==> config.mk <==
export PLATFORM = sky130hd
export DESIGN_NAME = sport_dma_handshake
export DESIGN_NICKNAME = d
export VERILOG_FILES = /design/src/rtl/sport_pkg.sv /design/src/rtl/sport_ctrl.sv /design/src/rtl/sport_datapath.sv /design/src/rtl/sport_dma_handshake.sv
export SDC_FILE = /design/constraint.sdc
export NUM_CORES = 1
export LEC_CHECK = 0
export CORE_MARGIN = 5
export CORE_UTILIZATION = 33
export CTS_CLUSTER_DIAMETER = 30
export DETAILED_ROUTE_END_ITERATION = 10
export GPL_ROUTABILITY_DRIVEN = 0
export PLACE_DENSITY_LB_ADDON = 0.3
export SLEW_MARGIN = 20
export SYNTH_ARGS = -nofsm -noshare
export SYNTH_HDL_FRONTEND = slang
export SYNTH_HIERARCHICAL = 1
export SYNTH_SLANG_ARGS = --single-unit
==> constraint.sdc <==
create_clock -name clk -period 3.2 [get_ports clk]
set_input_delay 0.64 -clock clk [delete_from_list [all_inputs] [get_ports clk]]
set_output_delay 0.64 -clock clk [all_outputs]
set_load 0.02 [all_outputs]
==> src/rtl/sport_pkg.sv <==
package sport_pkg;
  // Strobes from the control unit into the datapath, one clock's worth.
  typedef struct packed {
    logic bufWrite;  // capture host word into holding register
    logic txLoad;    // holding register -> transmit shifter
    logic txShift;   // advance transmit shifter by one bit
    logic txActive;  // shifter is driving a word
    logic rxShift;   // take one serial bit into the receive shifter
    logic rxCopy;    // receive shifter -> host data register
  } sport_strobe_t;
endpackage

==> src/rtl/sport_ctrl.sv <==
module sport_ctrl
  import sport_pkg::*;
#(
  parameter int WORD_W = 8
) (
  input  logic          clk,
  input  logic          rst_n,
  input  logic          txEnable,
  input  logic          rxEnable,
  input  logic          wrEn,
  input  logic          rdEn,
  output sport_strobe_t strb,
  output logic          txReady,
  output logic          rxReady,
  output logic          txOvw,
  output logic          rxOvr
);
  localparam int CNT_W = (WORD_W > 1) ? $clog2(WORD_W) : 1;
  localparam logic [CNT_W-1:0] LAST = CNT_W'(WORD_W - 1);

  logic             txPrevEn;
  logic             txBusy;
  logic             txFull;
  logic [CNT_W-1:0] txCnt;
  logic [CNT_W-1:0] rxCnt;
  logic             txLoad;
  logic             rxCopy;

  assign txLoad = txEnable && txFull && (!txBusy || txCnt == LAST);
  assign rxCopy = rxEnable && (rxCnt == LAST);

  always_comb begin
    strb          = '0;
    strb.bufWrite = txEnable && wrEn;
    strb.txLoad   = txLoad;
    strb.txShift  = txEnable && txBusy && !txLoad && (txCnt != LAST);
    strb.txActive = txBusy;
    strb.rxShift  = rxEnable;
    strb.rxCopy   = rxCopy;
  end

  // Transmit side: bit counter, buffer-full, ready and overwrite flags.
  always_ff @(posedge clk or negedge rst_n) begin
    if (!rst_n) begin
      txPrevEn <= 1'b0;
      txBusy   <= 1'b0;
      txFull   <= 1'b0;
      txCnt    <= '0;
      txReady  <= 1'b0;
      txOvw    <= 1'b0;
    end else if (!txEnable) begin
      txPrevEn <= 1'b0;
      txBusy   <= 1'b0;
      txFull   <= 1'b0;
      txCnt    <= '0;
      txReady  <= 1'b0;
      txOvw    <= 1'b0;
    end else begin
      txPrevEn <= 1'b1;
      if (txLoad) begin
        txBusy <= 1'b1;
        txCnt  <= '0;
      end else if (txBusy) begin
        if (txCnt == LAST) txBusy <= 1'b0;
        else               txCnt  <= txCnt + 1'b1;
      end
      if (wrEn)        txFull <= 1'b1;
      else if (txLoad) txFull <= 1'b0;
      if (wrEn)                      txReady <= 1'b0;
      else if (!txPrevEn || txLoad)  txReady <= 1'b1;
      if (wrEn && !txReady) txOvw <= 1'b1;
    end
  end

  // Receive side: bit counter, ready and overrun flags.
  always_ff @(posedge clk or negedge rst_n) begin
    if (!rst_n) begin
      rxCnt   <= '0;
      rxReady <= 1'b0;
      rxOvr   <= 1'b0;
    end else if (!rxEnable) begin
      rxCnt   <= '0;
      rxReady <= 1'b0;
      rxOvr   <= 1'b0;
    end else begin
      rxCnt <= (rxCnt == LAST) ? '0 : rxCnt + 1'b1;
      if (rxCopy)    rxReady <= 1'b1;
      else if (rdEn) rxReady <= 1'b0;
      if (rxCopy && rxReady && !rdEn) rxOvr <= 1'b1;
    end
  end
endmodule

==> src/rtl/sport_datapath.sv <==
module sport_datapath
  import sport_pkg::*;
#(
  parameter int WORD_W = 8
) (
  input  logic              clk,
  input  logic              rst_n,
  input  sport_strobe_t     strb,
  input  logic [WORD_W-1:0] wrData,
  input  logic              serialIn,
  output logic              serialOut,
  output logic [WORD_W-1:0] rdData
);
  logic [WORD_W-1:0] holdReg;
  logic [WORD_W-1:0] txShifter;
  logic [WORD_W-1:0] rxShifter;
  logic [WORD_W-1:0] rxNext;

  generate
    if (WORD_W > 1) begin : g_wide
      assign rxNext = {rxShifter[WORD_W-2:0], serialIn};
    end else begin : g_single
      assign rxNext = serialIn;
    end
  endgenerate

  always_ff @(posedge clk or negedge rst_n) begin
    if (!rst_n) begin
      holdReg   <= '0;
      txShifter <= '0;
      rxShifter <= '0;
      rdData    <= '0;
    end else begin
      if (strb.bufWrite) holdReg <= wrData;
      if (strb.txLoad)       txShifter <= holdReg;
      else if (strb.txShift) txShifter <= txShifter << 1;
      if (strb.rxShift) rxShifter <= rxNext;
      if (strb.rxCopy)  rdData    <= rxNext;
    end
  end

  assign serialOut = strb.txActive && txShifter[WORD_W-1];
endmodule

==> src/rtl/sport_dma_handshake.sv <==
module sport_dma_handshake
  import sport_pkg::*;
#(
  parameter int WORD_W = 8
) (
  input  logic              clk,
  input  logic              rst_n,
  input  logic              txEnable,
  input  logic              rxEnable,
  input  logic              wrEn,
  input  logic [WORD_W-1:0] wrData,
  input  logic              rdEn,
  output logic [WORD_W-1:0] rdData,
  input  logic              serialIn,
  output logic              serialOut,
  output logic              txEvent,
  output logic              rxEvent,
  output logic              txOverwrite,
  output logic              rxOverrun
);
  sport_strobe_t strb;

  sport_ctrl #(.WORD_W(WORD_W)) u_ctrl (
    .clk(clk), .rst_n(rst_n), .txEnable(txEnable), .rxEnable(rxEnable),
    .wrEn(wrEn), .rdEn(rdEn), .strb(strb), .txReady(txEvent),
    .rxReady(rxEvent), .txOvw(txOverwrite), .rxOvr(rxOverrun)
  );

  sport_datapath #(.WORD_W(WORD_W)) u_dp (
    .clk(clk), .rst_n(rst_n), .strb(strb), .wrData(wrData),
    .serialIn(serialIn), .serialOut(serialOut), .rdData(rdData)
  );
endmodule

; Yosys cells after proc, flatten, opt, wreduce, memory -nomap -nowiden
; Cells that the tools add are included.
[word_totals]
in_bits = 15
regBits = 44
elab_cells = 71
output_inout_bits = 13
[classes]
muxes = 26
addsub = 2
eq_ne = 10
reduce_logical = 20
[op_table]
columns = cell, count
row1 = $mux W1, 18
row2 = $mux W3, 6
row3 = $mux W8, 2
row4 = $ne A3 B1 Y1 const B, 4
row5 = $logic_and A1 B1 Y1, 11
row6 = $add A3 B1 Y3 const B, 2
row7 = $eq A3 B3 Y1 const B, 2
row8 = $logic_not A1 Y1, 5
row9 = $ne A2 B1 Y1 const B, 2
row10 = $ne A3 B2 Y1 const B, 1
row11 = $ne A3 B3 Y1 const B, 1
row12 = $logic_or A1 B1 Y1, 2
row13 = $reduce_and A2 Y1, 1
row14 = $reduce_bool A2 Y1, 1

; Logic depth before layout (Yosys ltp)
; Gate-level depths: netlist of the first run.
[logic_depth]
depth_word = 8
ltp_mapped = 8
ltp_nobuf = 6

; Hierarchy
; The synthesis of the first run kept the hierarchy.
[by_module_without_submodules]
columns = mod, n_inst, area_per_inst_um2, seq_area_each_um2, cells_each
row1 = sport_datapath, 1, 1330.0, 775.7, 84
row2 = sport_ctrl, 1, 614.3, 325.3, 52

; Least setup slack after synthesis of the first run
; No wires, ideal clock.
[synth_timing]
path_kind = reg-to-reg
from = reg u_ctrl.txCnt[0]
to = reg u_dp.txShifter[1]
period_less_slack_ns = 1.621
path_stages_with_launch = 8
arrival_time_ns = 1.500
setup_ns = 0.121
path_slack_ns = 1.579
path_buffers = 1
required_time_ns = 3.079
path_cell_list = dfrtp_1 ha_1 ha_1 and2b_4 and2_1 buf_6 mux2i_1 o21ai_1
[synth_lines]
columns = element, line_no
row1 = start: declaration, sport_ctrl.sv:24  ; logic [CNT_W-1:0] txCnt;
row2 = start signal: assignment, sport_ctrl.sv:65  ; else txCnt <= txCnt + 1'b1;
row3 = end signal: assignment, sport_datapath.sv:35  ; if (strb.txLoad) txShifter <= holdReg;
row4 = end signal: assignment, sport_datapath.sv:36  ; else if (strb.txShift) txShifter <= txShifter << 1;
row5 = end: declaration, sport_datapath.sv:15  ; logic [WORD_W-1:0] txShifter;

; Worst setup path in the final report of the first run
[layout_timing]
from = reg u_ctrl.txBusy
to = out serialOut
[layout_between]
elab_chain_len = 1
[layout_lines]
columns = element, line_no
row1 = start: declaration, sport_ctrl.sv:22  ; logic txBusy;
row2 = start signal: assignment, sport_ctrl.sv:46  ; txBusy <= 1'b0;
row3 = start signal: assignment, sport_ctrl.sv:53  ; txBusy <= 1'b0;
row4 = start signal: assignment, sport_ctrl.sv:61  ; txBusy <= 1'b1;
row5 = $logic_and A1 B1 Y1, sport_datapath.sv:42  ; assign serialOut = strb.txActive && txShifter[WORD_W-1];
row6 = end: declaration, sport_dma_handshake.sv:15  ; output logic serialOut,
; No other way between the ends.

==> results of run 1 <==
## final cells by class
cell class / count / area share (%)
flip-flops and latches: 44 / 47.3
multi-input cells: 82 / 32.3
repair buffers: 28 / 11.8
well taps: 75 / 4.03
clock buffers: 6 / 3.11
clock inverters: 2 / 1.50
## cell families after synthesis
group	after synthesis	share of synthesized area [%]
fa+ha+maj	4	2.57
buf+inv	10	4.70
mux	30	21.4
flops	44	56.6
compound gates	17	5.15
simple gates	31	9.59
## synth_stat cells, drive strengths merged
cell type	count	area share (%)
o21ai	8	2.1
nor2b	4	1.3
and2	5	1.6
buf	10	4.7
mux2	23	18
nand3b	2	0.77
and2b	1	0.51
and3	1	0.32
nand2b	3	1.1
nor3b	3	1.4
nor2	1	0.19
and3b	1	0.45
ha	4	2.6
a21oi	3	0.77
a21boi	2	0.77
o21a	4	1.5
mux2i	7	3.6
nand2	10	1.9
dfrtp	44	57
## power by group through the flow
stage	registers (uW)	logic, uW	clock network [uW]
after CTS	699	217	428
after global routing	710	236	452
after detailed placement	707	217	0
after floorplan	703	139	0
after global placement	703	207	0
final	698	213	410
## critical path, stage by stage (launching register included)
cell and delay, ps:
dfrtp_1 400, and2_1 140, clkdlybuf4s50_1 590
## sequential cells by signal, summed over array words and instances (netlist names)
register / count
u_dp/holdReg: 8
u_dp/rdData: 8
u_dp/txShifter: 8
u_dp/rxShifter: 7
u_ctrl/rxCnt: 3
u_ctrl/txCnt: 3
u_ctrl/rxOvr: 1
u_ctrl/rxReady: 1
u_ctrl/txBusy: 1
u_ctrl/txFull: 1
u_ctrl/txOvw: 1
u_ctrl/txPrevEn: 1
u_ctrl/txReady: 1
## final timing paths
path	start	to	slack [ps]	depth (start not counted)
setup / recovery	u_ctrl/txBusy$_DFF_PN0_	serialOut	1140	2
min in group clk	u_ctrl/rxCnt[0]$_DFF_PN0_	u_ctrl/rxCnt[0]$_DFF_PN0_	450	1
hold / removal	rst_n	u_ctrl/txOvw$_DFFE_PN0P_	330	1
setup reg to reg	u_ctrl/txCnt[0]$_DFFE_PN0P_	u_dp/txShifter[2]$_DFFE_PN0P_	1250	6
hold reg to reg	u_ctrl/rxCnt[0]$_DFF_PN0_	u_ctrl/rxCnt[0]$_DFF_PN0_	450	1
max in group asynchronous	rst_n	u_dp/rdData[1]$_DFFE_PN0P_	2500	1
## routing by layer
metal | up-vias | global-route usage, % | wire [um]
met1 | 522 | 12.8 | 1570
met4 | 0 | 4.67 | 48
met5 | - | 0 | 0
met2 | 25 | 15.9 | 1620
met3 | 5 | 2.95 | 174
li1 | 506 | - | -
## metrics by stage
step / hold slack [ps] / instances / area [um2]
floorplan: 344 / 136 / 1940
global placement: 424 / 229 / 2220
detailed placement: 435 / 229 / 2220
CTS: 457 / 237 / 2330
global route: 377 / 237 / 2330
finish: 327 / 237 / 2330
==> summary.txt, run 1 <==
CTS
  – CTS tree: done
  – Clock Path Buffers: 2
  – CTS HTree Levels: 2
  – Post-CTS Hold Fix Bufs: 0
  – CTS Buf Count: 5
  – Root buffer cell: clkbuf_8
  – PostCTS Resize Cnt: 0
  – Clock slew at the register clock pins of the worst setup and hold paths: 80 ps
  – Clock Sinks: 44
  – Post CTS Setup Buffer Count: 0
  – Skew-Pair Late Insertion Delay: 300 ps

Cells and area
  – Number of nets in the layout: 180
  – Commonest non-fill, non-tap cell in the layout: dfrtp_1
  – Share of cells above drive strength 1: 21.6%
  – Fillers: 565
  – Multi-input gate area: 752 um2
  – Reg area: 0.00110 mm2
  – Most frequent cells in the layout: dfrtp_1, clkdlybuf4s50_1, mux2_4, nand2_1
  – Final Util: 40.1%
  – Layout overhead on the synthesized area: 19.8%
  – Diode count: 0

Route
  – Via count: 1058
  – Pre-Repair DR Iteration Count: 4
  – Detailed Route WL: 3.42 mm
  – Final ANT Viol Nets: 0
  – DR vias/cell: 4.46
  – DR iter-0 viols: 46
  – DR WL/cell: 14.4 um
  – Remaining DRCs: 0

Critical path
  – Critical Path Source Type: flop
  – Worst endpoint required time: 2560 ps
  – Critical path fanouts, max: 3
  – Critical path class: flop to output port
  – Crit. End Element: output port
  – Worst Path Arrival: 1420 ps

STA
  – Hold violation count in the final report: 0
  – Slew @ Worst Pin: 540 ps
  – Setup WS post-layout: 1140 ps
  – Final worst-path cycle share: 64.3%
  – Fmax: 0.486 GHz
  – Unrepaired setup endpoints after global routing: false
  – Skew final: 5.31 ps
  – Final Setup Violations: 0
  – Min Clock Period, post-route: 2060 ps
  – Setup_tns: 0 ps
  – Slew Viols, Final: 0
  – Max-slew headroom: 64.0%

Floorplan
  – Core Region: 0.00582 mm2
  – DIE HEIGHT: 86.8 um
  – Die X: 86.8 um
  – Initial Util: 33.4%
  – Cell row count: 28
  – Top-level I/O count: 28
  – Die area: 0.00753 mm2

Placed design
  – DPL Wire Length: 2.37 mm
  – PortBufs: 27
  – Post-Place Setup Slack: 896 ps

Run status
  – Outcome: complete, no violations

GRT
  – Initial antenna violation count: 0
  – First-pass GRT wire length: 5.89 mm
  – Vias in the first global route: 1229
  – Largest net degree at the start of global routing: 45
  – All-layer global routing usage: 10.1%
  – GRT overflow: 0

Yosys
  – Library cells used by synthesis: 24
  – Seq/Total Area, Yosys: 56.6%
  – Mapped cell area: 0.00194 mm2
  – Post-synthesis register bit count: 44
  – Yosys warning total: 6
  – Syn_nets: 155
  – Syn Inst Count: 136
  – Syn Area/Cell: 14.3 um2

Pwr
  – Max IR drop VDD: 261 uV
  – Psw: 317 uW
  – Internal Power: 1000 uW
  – Lkg Pwr: 0.00104 uW
  – Total Power: 1320 uW
  – Clock group share of total power: 31.0%
  – Power per cell area: 567 mW/mm2
  – Seq pwr share: 52.9%
  – Sw frac: 24.0%
  – Combinational power share: 16.1%

Hold path
  – Hold Crit Class: primary input to asynchronous set/reset pin

Flow run
  – Max-cap viol count: 0
Note: power is estimated with default switching activity, not from simulation.
==> run 2, diff against run 1 <==
==> constraint.sdc (replaced) <==
create_clock -name clk -period 1.75 [get_ports clk]
set_input_delay 0.35 -clock clk [delete_from_list [all_inputs] [get_ports clk]]
set_output_delay 0.35 -clock clk [all_outputs]
set_load 0.02 [all_outputs]
==> summary.txt, run 2 (synthesized netlist as in run 1, its figures left out) <==
Floorplan
  – DIE HEIGHT: 86.8 um (unchanged)
  – Initial Util: 33.4% (unchanged)
  – Die area: 0.00753 mm2 (unchanged)
  – Top-level I/O count: 28 (unchanged)
  – Core Region: 0.00582 mm2 (unchanged)
  – Cell row count: 28 (unchanged)
  – Die X: 86.8 um (unchanged)

STA
  – Skew final: 5.43 ps (was 5.31 ps)
  – Final worst-path cycle share: 96.0%
  – Final Setup Violations: 0 (unchanged)
  – Unrepaired setup endpoints after global routing: false (unchanged)
  – Slew @ Worst Pin: 297 ps (was 540 ps)
  – Max-slew headroom: 80.1% (was 64.0%)
  – Hold violation count in the final report: 0 (unchanged)
  – Fmax: 0.595 GHz
  – Fin Hold WS: 26.4 ps (was 327 ps)
  – Min Clock Period, post-route: 1680 ps
  – Slew Viols, Final: 0 (unchanged)
  – Setup_tns: 0 ps (unchanged)

Route
  – DR vias/cell: 4.60 (was 4.46)
  – Remaining DRCs: 0 (unchanged)
  – Via count: 1128 (was 1058)
  – Detailed Route WL: 3.51 mm (was 3.42 mm)
  – Pre-Repair DR Iteration Count: 4 (unchanged)
  – Final ANT Viol Nets: 0 (unchanged)
  – DR iter-0 viols: 48 (was 46)
  – DR WL/cell: 14.3 um (was 14.4 um)

Cells and area
  – Number of nets in the layout: 188 (was 180)
  – Commonest non-fill, non-tap cell in the layout: dfrtp_1 (unchanged)
  – Layout overhead on the synthesized area: 25.5% (was 19.8%)
  – Leading registers by flop count: u_dp/holdReg x8, u_dp/rdData x8, u_dp/txShifter x8 (unchanged)
  – Most frequent cells in the layout: dfrtp_1, clkdlybuf4s50_1, mux2_4, nand2_1 (unchanged)
  – Diode count: 0 (unchanged)
  – Share of cells above drive strength 1: 27.1% (was 21.6%)

GRT
  – All-layer global routing usage: 9.94% (was 10.1%)
  – First-pass GRT wire length: 5.84 mm (was 5.89 mm)
  – Vias in the first global route: 1197 (was 1229)
  – Initial antenna violation count: 0 (unchanged)
  – Largest net degree at the start of global routing: 45 (unchanged)
  – GRT overflow: 0 (unchanged)

CTS
  – CTS Buf Count: 5 (unchanged)
  – Clock Sinks: 44 (unchanged)
  – CTS tree: done (unchanged)
  – CTS HTree Levels: 2 (unchanged)
  – Post CTS Setup Buffer Count: 0 (unchanged)
  – Clock slew at the register clock pins of the worst setup and hold paths: 80 ps (about the same)
  – Root buffer cell: clkbuf_8 (unchanged)
  – Post-CTS Hold Fix Bufs: 0 (unchanged)
  – Clock Path Buffers: 2 (unchanged)
  – Skew-Pair Late Insertion Delay: 290 ps (was 300 ps)

Pwr
  – Psw: 596 uW (was 317 uW)
  – Clock group share of total power: 27.4% (was 31.0%)
  – Combinational power share: 18.1% (was 16.1%)
  – Power per cell area: 966 mW/mm2 (was 567 mW/mm2)
  – Max IR drop VDD: 395 uV (was 261 uV)
  – Seq pwr share: 54.5% (was 52.9%)
  – Lkg Pwr: 0.00110 uW (was 0.00104 uW)
  – Internal Power: 1760 uW (was 1000 uW)
  – Total Power: 2360 uW (was 1320 uW)
  – Sw frac: 25.3% (was 24.0%)

Critical path
  – Worst Path Arrival: 1860 ps (was 1420 ps)
  – Crit. End Element: flop (was output port)
  – Critical Path Source Type: flop (unchanged)
  – R2R cell count: 7 (was 6)
  – Critical path class: flop to flop (was flop to output port)
  – Critical path fanouts, max: 8 (was 3)
  – Worst endpoint required time: 1930 ps (was 2560 ps)

Flow run
  – Max-cap viol count: 0 (unchanged)

Run status
  – Outcome: complete, no violations (unchanged)

Hold path
  – Hold Crit Class: primary input to asynchronous set/reset pin (unchanged)

Placed design
  – PortBufs: 27 (unchanged)
  – DPL Wire Length: 2.44 mm (was 2.37 mm)
## run 2: cell type report
cell class | count | area, um2
Tap cell | 75 | 93.8
Multi-Input combinational cell | 82 | 773
Clock buffer | 8 | 90.1
Sequential cell | 44 | 1100
Fill cell | 572 | 3380
Timing Repair Buffer | 36 | 382
## run 2: layer usage
metal  share of wire, %  wire length [um]  vias up  track usage, %
met5                  0                 0        -               0
met2                 48              1680       24            15.7
li1                   -                 -      528               -
met3                3.9               136        5            2.95
met1                 47              1660      571            12.9
met4               0.86                30        0            3.68
## run 2: path summary, 6_finish.rpt
check,startpoint,endpoint,slack (ps)
min in group clk,u_ctrl/rxCnt[0]$_DFF_PN0_,u_ctrl/rxCnt[0]$_DFF_PN0_,460
max in group asynchronous,rst_n,u_dp/rdData[4]$_DFFE_PN0P_,1510
worst min-delay path,rst_n,u_dp/holdReg[7]$_DFFE_PN0P_,30
worst max register to register,u_ctrl/txCnt[0]$_DFFE_PN0P_,u_dp/txShifter[1]$_DFFE_PN0P_,70
worst min register to register,u_ctrl/rxCnt[0]$_DFF_PN0_,u_ctrl/rxCnt[0]$_DFF_PN0_,460
worst max-delay path,u_ctrl/txCnt[0]$_DFFE_PN0P_,u_dp/txShifter[1]$_DFFE_PN0P_,70
## run 2: critical path, stage by stage (launching register included)
cell and delay, ps:
dfrtp_1 410, ha_2 190, ha_1 170, and2b_4 250, and2_4 140, buf_12 130, mux2i_4 230, o21ai_2 60
## run 2: metrics by stage
| stage | cell area (um2) | std cells | worst slack, ps | utilization [%] |
|---|---|---|---|---|
| 4_1_cts | 2420 | 245 | 23.2 | 41.6 |
| 3_5_place_dp | 2330 | 237 | -52.0 | 40.1 |
| 2_1_floorplan | 1940 | 136 | 129 | - |
| 3_3_place_gp | 2330 | 237 | -8.26 | 40.1 |
| 6_report | 2440 | 245 | 70.3 | 42.0 |
| 5_1_grt | 2440 | 245 | 8.96 | 42.0 |
## run 2: repair_timing
action / CTS / global route
pin swaps: 0 / 1
gates resized for setup: 1 / 5
setup endpoints to repair: 1 / 7
## run 2: power by group through the flow
stage	combinational [uW]	sequential, uW	clock (uW)
floorplan	254	1290	0
CTS	421	1280	674
global route	464	1300	721
global placement	402	1290	0
detailed placement	422	1290	0
finish	426	1280	647
==> run 3, diff against run 2 <==
--- a/config.mk
+++ b/config.mk
@@ -10,7 +10,6 @@
 export CTS_CLUSTER_DIAMETER = 30
 export DETAILED_ROUTE_END_ITERATION = 10
 export GPL_ROUTABILITY_DRIVEN = 0
-export PLACE_DENSITY_LB_ADDON = 0.3
 export SLEW_MARGIN = 20
 export SYNTH_ARGS = -nofsm -noshare
 export SYNTH_HDL_FRONTEND = slang
==> summary.txt, run 3 (synthesized netlist as in run 1, its figures left out) <==
Route
  – DR vias/cell: 4.51 (was 4.60)
  – Detailed Route WL: 3.41 mm (was 3.51 mm)
  – Pre-Repair DR Iteration Count: 4 (unchanged)
  – DR iter-0 viols: 47 (was 48)
  – Via count: 1104 (was 1128)
  – Final ANT Viol Nets: 0 (unchanged)
  – Remaining DRCs: 0 (unchanged)
  – DR WL/cell: 13.9 um (was 14.3 um)

Cells and area
  – Share of cells above drive strength 1: 27.1% (unchanged)
  – Fillers: 565 (was 572)
  – Final Util: 41.8% (was 42.0%)
  – Number of nets in the layout: 188 (unchanged)
  – Layout overhead on the synthesized area: 25.0% (was 25.5%)
  – Most frequent cells in the layout: dfrtp_1, clkdlybuf4s50_1, mux2_4, nand2_1 (unchanged)
  – Commonest non-fill, non-tap cell in the layout: dfrtp_1 (unchanged)
  – Leading registers by flop count: u_dp/holdReg x8, u_dp/rdData x8, u_dp/txShifter x8 (unchanged)
  – Diode count: 0 (unchanged)

CTS
  – Skew-Pair Late Insertion Delay: 300 ps (was 290 ps)
  – CTS Buf Count: 5 (unchanged)
  – Post-CTS Hold Fix Bufs: 0 (unchanged)
  – CTS tree: done (unchanged)
  – Clock slew at the register clock pins of the worst setup and hold paths: 90 ps (was 80 ps)
  – Clock Sinks: 44 (unchanged)
  – CTS HTree Levels: 2 (unchanged)
  – Root buffer cell: clkbuf_8 (unchanged)
  – Clock Path Buffers: 2 (unchanged)

Floorplan
  – Initial Util: 33.4% (unchanged)
  – Die area: 0.00753 mm2 (unchanged)
  – Die X: 86.8 um (unchanged)
  – Top-level I/O count: 28 (unchanged)
  – DIE HEIGHT: 86.8 um (unchanged)
  – Core Region: 0.00582 mm2 (unchanged)
  – Cell row count: 28 (unchanged)

Critical path
  – Worst endpoint required time: 1930 ps (about the same)
  – CP peak stage delay: 400 ps (was 410 ps)
  – Cell Chain, Critical Path: ha_1 -> ha_1 -> and2b_4 -> and2_4 -> mux2i_2 -> o21ai_1 (was ha_2 -> ha_1 -> and2b_4 -> and2_4 -> buf_12 -> mux2i_4 -> o21ai_2)
  – Slowest CP cell: dfrtp_1 (unchanged)
  – Critical path class: flop to flop (unchanged)
  – Cell mode on critical path: ha_1
  – Critical path fanouts, max: 8 (unchanged)
  – R2R setup slack: 90 ps (was 70 ps)
  – Crit. End Element: flop (unchanged)
  – Critical Path Source Type: flop (unchanged)
  – Worst Path Arrival: 1840 ps (was 1860 ps)

Flow run
  – Max-cap viol count: 0 (unchanged)

GRT
  – Initial antenna violation count: 0 (unchanged)
  – GRT overflow: 0 (unchanged)
  – All-layer global routing usage: 9.81% (was 9.94%)
  – Vias in the first global route: 1222 (was 1197)
  – Largest net degree at the start of global routing: 25 (was 45)
  – First-pass GRT wire length: 5.75 mm (was 5.84 mm)

Pwr
  – Power per cell area: 1030 mW/mm2 (was 966 mW/mm2)
  – Lkg Pwr: 0.00110 uW (about the same)
  – Max IR drop VDD: 482 uV (was 395 uV)
  – Total Power: 2500 uW (was 2360 uW)

STA
  – Skew final: 12.6 ps (was 5.43 ps)
  – Fmax: 0.603 GHz (was 0.595 GHz)
  – Min Clock Period, post-route: 1660 ps (was 1680 ps)
  – Max-slew headroom: 64.1% (was 80.1%)
  – Final Setup Violations: 0 (unchanged)
  – Final worst-path cycle share: 94.8% (was 96.0%)
  – Hold violation count in the final report: 0 (unchanged)
  – Slew @ Worst Pin: 538 ps (was 297 ps)
  – Slew Viols, Final: 0 (unchanged)

Placed design
  – DPL Wire Length: 2.43 mm (was 2.44 mm)
  – PortBufs: 27 (unchanged)

Hold path
  – Hold Crit Class: primary input to asynchronous set/reset pin (unchanged)

Run status
  – Outcome: complete, no violations (unchanged)
==> run 3: worst max-delay path, delay by kind of cell, from the launching register on <==
kind                     cells  cell delay (ps)
AO/OA/AOI/OAI                1               70
adder cells (fa/ha/maj)      2              390
flip-flops                   1              400
multiplexers                 1              220
AND/OR/NAND/NOR              2              470
==> run 3: area by class of cell <==
class	count	area [um2]	share of cell area, %
tap	75	93.8	3.86
clock buffer	6	82.6	3.40
timing repair buffer	36	357	14.7
clock inverter	2	38.8	1.60
multi-input combinational	82	758	31.2
sequential	44	1100	45.3
==> run 3: layer usage <==
metal  share of wire, %  vias to the layer above  wire [um]  GRT usage [%]
li1                   -                      525          -              -
met3                5.2                        6        178           3.33
met2                 48                       24       1620           15.9
met4                1.1                        0         39           3.82
met5                  0                        -          0              0
met1                 46                      549       1570           12.0
==> run 3: power breakdown <==
group	switching [uW]	total, uW	leakage, uW	internal (uW)
Combinational	155	410	0.000482	255
Sequential	104	1280	0.000560	1170
Clock	349	816	0.0000614	467
==> run 3: worst paths after layout <==
path | end | startpoint | cells after the start
min in group clk | u_ctrl/rxCnt[0]$_DFF_PN0_ | u_ctrl/rxCnt[0]$_DFF_PN0_ | 1
max in group asynchronous | u_ctrl/txCnt[0]$_DFFE_PN0P_ | rst_n | 2
worst max register to register | u_dp/txShifter[4]$_DFFE_PN0P_ | u_ctrl/txCnt[0]$_DFFE_PN0P_ | 6
worst min register to register | u_ctrl/rxCnt[0]$_DFF_PN0_ | u_ctrl/rxCnt[0]$_DFF_PN0_ | 1
worst min-delay path | u_dp/rdData[6]$_DFFE_PN0P_ | rst_n | 1
worst max-delay path | u_dp/txShifter[4]$_DFFE_PN0P_ | u_ctrl/txCnt[0]$_DFFE_PN0P_ | 6
==> run 3: timing repair <==
item	4_1_cts	5_1_grt
resized for setup	1	2
buffers inserted	0	1
pin swaps	0	0
endpoints found under the hold margin	0	0
endpoints found under the setup margin	1	6
==> run 3: stage by stage <==
stage	TNS (ps)	hold slack, ps	area (um2)	std cells	setup slack [ps]
3_5_place_dp	-433	364	2320	237	-61.9
2_1_floorplan	0	54.4	1940	136	129
4_1_cts	0	41.7	2440	245	36.5
6_report	0	25.2	2430	245	91.4
3_3_place_gp	-90.8	342	2320	237	-11.6
5_1_grt	-2.96	72.2	2430	245	-2.96
